[src/rtl/sc_irq_status.sv]
module sc_irq_status (
  input  logic       clk,
  input  logic       rst_n,
  input  logic       logic_en,
  input  logic       pwr_dn,
  input  logic       bypass_mode,
  input  logic       block_mode,
  input  logic       break_det_en,
  input  logic       ev_wait_to,
  input  logic       ev_card,
  input  logic       ev_vcc_tmr,
  input  logic       tx_byte_done,
  input  logic       break_det,
  input  logic       tx_empty,
  input  logic       tx_full,
  input  logic       tx_break,
  input  logic       tx_underrun,
  input  logic       rx_overrun,
  input  logic       rx_parity_err,
  input  logic       rx_fifo_nempty,
  input  logic       card_io,
  input  logic       rd_status,
  input  logic       rd_txctl,
  input  logic       rd_rxctl,
  input  logic [7:0] irq_en,
  output logic [7:0] status,
  output logic       irq
);

  logic wait_q, card_q, vcc_q, rxdav_q, txevt_q, txsent_q, txerr_q, rxerr_q;
  logic empty_d, full_d, io_d;

  wire active   = logic_en & ~pwr_dn;
  wire suppress = ~block_mode & break_det_en & break_det;
  wire fifo_edge = (tx_empty & ~empty_d) | (tx_full & ~full_d);
  wire io_fall  = io_d & ~card_io;

  always_ff @(posedge clk) begin
    if (!rst_n) begin
      wait_q   <= 1'b0;
      card_q   <= 1'b0;
      vcc_q    <= 1'b0;
      rxdav_q  <= 1'b0;
      txevt_q  <= 1'b0;
      txsent_q <= 1'b0;
      txerr_q  <= 1'b0;
      rxerr_q  <= 1'b0;
      empty_d  <= 1'b0;
      full_d   <= 1'b0;
      io_d     <= 1'b1;
    end else begin
      empty_d  <= tx_empty;
      full_d   <= tx_full;
      io_d     <= card_io;
      wait_q   <= (active & ev_wait_to) | (wait_q & ~rd_status);
      card_q   <= ev_card | (card_q & ~rd_status);
      vcc_q    <= (active & ev_vcc_tmr) | (vcc_q & ~rd_status);
      txsent_q <= (active & tx_byte_done & ~suppress) | (txsent_q & ~rd_status);
      txevt_q  <= (active & fifo_edge) | (txevt_q & ~rd_txctl);
      txerr_q  <= (active & (tx_break | tx_underrun)) | (txerr_q & ~rd_txctl);
      rxerr_q  <= (active & (rx_overrun | rx_parity_err)) | (rxerr_q & ~rd_rxctl);
      if (bypass_mode) rxdav_q <= (active & io_fall) | (rxdav_q & ~rd_status);
      else             rxdav_q <= rx_fifo_nempty;
    end
  end

  assign status = {wait_q, card_q, vcc_q, rxdav_q, txevt_q, txsent_q, txerr_q, rxerr_q};
  assign irq    = |(status & irq_en);

endmodule


[config.mk]
export PLATFORM = sky130hd
export DESIGN_NAME = sc_irq_status
export DESIGN_NICKNAME = d
export VERILOG_FILES = /design/src/rtl/sc_irq_status.sv
export SDC_FILE = /design/constraint.sdc
export NUM_CORES = 1
export LEC_CHECK = 0
export CAP_MARGIN = 15
export CORE_UTILIZATION = 34
export CTS_CLUSTER_DIAMETER = 50
export DETAILED_ROUTE_END_ITERATION = 8
export GPL_TIMING_DRIVEN = 0
export PLACE_DENSITY = 0.8
export SLEW_MARGIN = 10
export SYNTH_ARGS = -nofsm -noshare
export SYNTH_HDL_FRONTEND = slang
export SYNTH_SLANG_ARGS = --single-unit
export TNS_END_PERCENT = 50
[constraint.sdc]
create_clock -name clk -period 1.03 [get_ports clk]
set_input_delay 0.1545 -clock clk [delete_from_list [all_inputs] [get_ports clk]]
set_output_delay 0.1545 -clock clk [all_outputs]
set_load 0.01 [all_outputs]
==> flow_summary.rst, run 1 <==
.. list-table::
   :header-rows: 1

   * - Metric
     - Value
   * - Worst max-slew margin expressed relative to the limit
     - 87.5%
   * - Reported max-cap violation count
     - 0
   * - Number of instances in the synthesized netlist
     - 57
   * - Post-synthesis cell area
     - 520 um^2
   * - Top library cells by usage in the layout, fill and taps aside
     - 29 x clkdlybuf4s50_1, 8 x dfxtp_2, 8 x buf_6, 7 x buf_4, 5 x nor2b_1
   * - Number of iterations in the first detailed-routing pass
     - 4
   * - Setup TNS
     - -0.145 ns
   * - Destination of the worst register-to-register timing path
     - card_q$_SDFF_PN0_
   * - Final worst path period share
     - 114%
   * - Number of diodes
     - 0
   * - GR Overflow Total
     - 0
   * - Clock root buffer master
     - clkbuf_4
   * - Worst Hold Slack
     - 0.448 ns
   * - Data arrival time of the critical path
     - 1.02 ns
   * - Ordered list of cells on the worst path
     - a22oi_2 -> nand4_1 -> buf_2
   * - Reg2reg start
     - card_q$_SDFF_PN0_
   * - Number of rows in the core area
     - 13
   * - Count of cell types in the netlist
     - 18
   * - Post-DP Area
     - 930 um^2
   * - Clock net sink count
     - 11
   * - Input/output buffers
     - 39
   * - Clock latency on the worst-skew pair
     - 0.26 ns
   * - Clock slew at the register clock pins of the worst setup and hold paths
     - 0.07 ns
   * - DRC Markers
     - 0
   * - Synthesized net count
     - 88
   * - Area growth from synthesis to final layout
     - 90.4%
   * - Number of antenna violations at the first check in global routing
     - 0
   * - Slack of the worst reg-to-reg path
     - 0.21 ns
   * - Via count of the first global-routing pass
     - 507
   * - Final-stage net count
     - 132
   * - Routed len/inst
     - 11.8 um
   * - Largest net degree at the start of global routing
     - 11
   * - Weighted congestion at the end of routability-driven global placement
     - 0.684
   * - Synthesized flop and latch total
     - 11
   * - Area of the die
     - 1690 um^2
   * - Static power due to leakage
     - 0.412 nW
   * - Max Freq
     - 851 MHz
   * - CTS tree
     - done
   * - Antenna Nets Post-Route
     - 0
   * - Transition time at the pin with the least slew margin
     - 0.185 ns
   * - Critical Path Max Stage Delay
     - 0.34 ns
   * - Worst Path Max Fanout
     - 2
   * - Fin crit period
     - 1.18 ns
   * - Run status
     - finished with violations
   * - Core Footprint
     - 1370 um^2
   * - Timing startpoint of the critical path
     - rxerr_q$_SDFF_PN0_
   * - Fraction of power consumed by sequential logic
     - 45.8%
   * - Switching pwr
     - 0.237 mW
   * - Hold WC Path Type
     - in2reg
   * - Routed vias/inst
     - 4.74
   * - Instance count along the most critical hold path
     - 2
   * - Avg Synthesized Cell Area
     - 9.13 um^2
   * - Failing checks
     - setup timing
   * - Final hold violation count
     - 0
   * - Routed Wire Length
     - 1360 um
   * - Required time of the worst setup path
     - 0.88 ns
   * - TritonCTS buffer count
     - 3
   * - Final Instance Area
     - 991 um^2
   * - Final Skew
     - 0.00169 ns
   * - Post-route core utilization
     - 72.5%
   * - Max-slew violation count
     - 0
   * - Ys Warns
     - 0
   * - Effective utilization at floorplan
     - 38.1%
   * - Worst Hold Path EP
     - io_d$_SDFF_PN1_
   * - Worst-case clock buffer depth
     - 2
   * - Cell-internal power
     - 0.783 mW
   * - Final worst slack
     - -0.145 ns
   * - Clock power frac
     - 28.9%
   * - Setup CP Type
     - reg2out
   * - Commonest non-fill, non-tap cell in the layout
     - clkdlybuf4s50_1
   * - Critical-path cell with the highest stage delay
     - dfxtp_2
   * - DRC marker count from the first detailed-route iteration
     - 3
   * - Share of cells above drive strength 1
     - 34.0%
   * - Number of buffers added to fix hold violations after cts
     - 0
   * - Number of H-tree levels
     - 1
   * - Via total after detailed routing
     - 545
   * - Setup violations, final
     - 1
   * - Ratio of total power to cell area
     - 1030 nW/um^2
   * - Critical path launch point type
     - flip-flop
   * - Worst r2r path cells
     - 3
   * - Total Power
     - 1.02 mW
   * - Hold Crit Start
     - rst_n
   * - HPWL after DPL
     - 1040 um
   * - CP Capture Type
     - output port
   * - Share of total power in combinational logic
     - 25.3%
   * - RSZ-0062 raised after global routing
     - true
   * - GRT Overall Usage
     - 18.5%
   * - Die width
     - 41.1 um
   * - Switching part of the total
     - 23.2%
   * - Peak supply drop
     - 0.648 mV
   * - Wire length of the first global-routing pass
     - 1970 um
   * - I/O pin count
     - 40
   * - Portion of the post-synthesis area used by sequential elements
     - 42.3%
   * - Y dimension of the die
     - 41.1 um
cells by family (layout without fill, tap and decap cells):
| group | Yosys count | count (layout) | share of synthesized area [%] |
|---|---|---|---|
| buf+inv | 11 | 54 | 13.9 |
| simple gates | 19 | 19 | 23.6 |
| flops | 11 | 11 | 42.3 |
| compound gates | 16 | 16 | 20.2 |
stage by stage:
step	std cells	setup slack (ns)
2_1_floorplan	57	0.258
3_3_place_gp	111	-0.513
3_5_place_dp	111	-0.508
4_1_cts	115	-0.146
5_1_grt	115	-0.198
6_report	115	-0.145
power groups by stage:
| stage | combinational [mW] | sequential (mW) | clock [mW] |
|---|---|---|---|
| final | 0.258 | 0.467 | 0.295 |
| after global routing | 0.279 | 0.469 | 0.317 |
| after global placement | 0.250 | 0.470 | 0 |
| after detailed placement | 0.254 | 0.470 | 0 |
| after floorplan | 0.0844 | 0.467 | 0 |
| after CTS | 0.245 | 0.466 | 0.300 |
flip-flops by register name, indices dropped and copies added, names as in the netlist:
signal,cells
card_q,1
empty_d,1
full_d,1
io_d,1
rxdav_q,1
rxerr_q,1
txerr_q,1
txevt_q,1
txsent_q,1
vcc_q,1
wait_q,1
synthesized netlist by cell type (all sizes together):
cell | instances | area, um^2
a22oi | 5 | 37.5
o2111ai | 1 | 8.76
nand2b | 4 | 25.0
nor2b | 6 | 45.0
nand3b | 3 | 22.5
a21boi | 2 | 15.0
dfxtp | 11 | 220
nand4 | 1 | 6.26
a31oi | 1 | 6.26
buf | 9 | 65.1
and2 | 2 | 12.5
inv | 2 | 7.51
o21a | 1 | 7.51
a21oi | 2 | 10.0
nand2 | 3 | 11.3
o21ai | 4 | 20.0
worst max-delay path: cells and delay by family (launching register included):
family | cells | cell delay [ns]
compound gates | 1 | 0.17
buf+inv | 1 | 0.15
flops | 1 | 0.34
simple gates | 1 | 0.10
worst max path at each step:
stage               endpoint  slack, ns  cells past startpoint
floorplan                irq       0.26                      2
global placement         irq      -0.51                      4
detailed placement       irq      -0.51                      4
CTS                      irq      -0.15                      3
global route             irq      -0.20                      3
finish                   irq      -0.15                      3
area by class of cell:
| type | count | area (um^2) |
|---|---|---|
| Buffer | 7 | 50.0 |
| Clock buffer | 4 | 26.3 |
| Fill cell | 116 | 375 |
| Inverter | 2 | 7.51 |
| Multi-Input combinational cell | 35 | 248 |
| Sequential cell | 11 | 230 |
| Tap cell | 15 | 18.8 |
| Timing Repair Buffer | 41 | 410 |
per-layer routing:
metal / vias to the layer above / wire length, um / track usage [%] / share of wire [%]
met5: - / 0 / 0 / 0
met4: 0 / 0 / 9.68 / 0
met3: 0 / 84 / 3.26 / 6.2
met2: 22 / 757 / 35.2 / 56
met1: 246 / 521 / 18.6 / 38
li1: 277 / - / - / -
what timing repair did:
| item | CTS | global route |
|---|---|---|
| gates resized for setup | 38 | 9 |
| setup endpoints to repair | 9 | 7 |
| setup buffers | 0 | 2 |
| pin swaps | 1 | 0 |
No activity file was read; power rests on OpenSTA's default activity.
==> run 2, diff against run 1 <==
- CAP_MARGIN: 15 -> default
==> results of run 2 <==
The final DEF is identical to that of run 1; final timing and power are the same.
==> run 3, diff against run 2 <==
- CTS_CLUSTER_SIZE: default -> 10
==> results of run 3 <==
The final DEF is identical to that of run 1; final timing and power are the same.
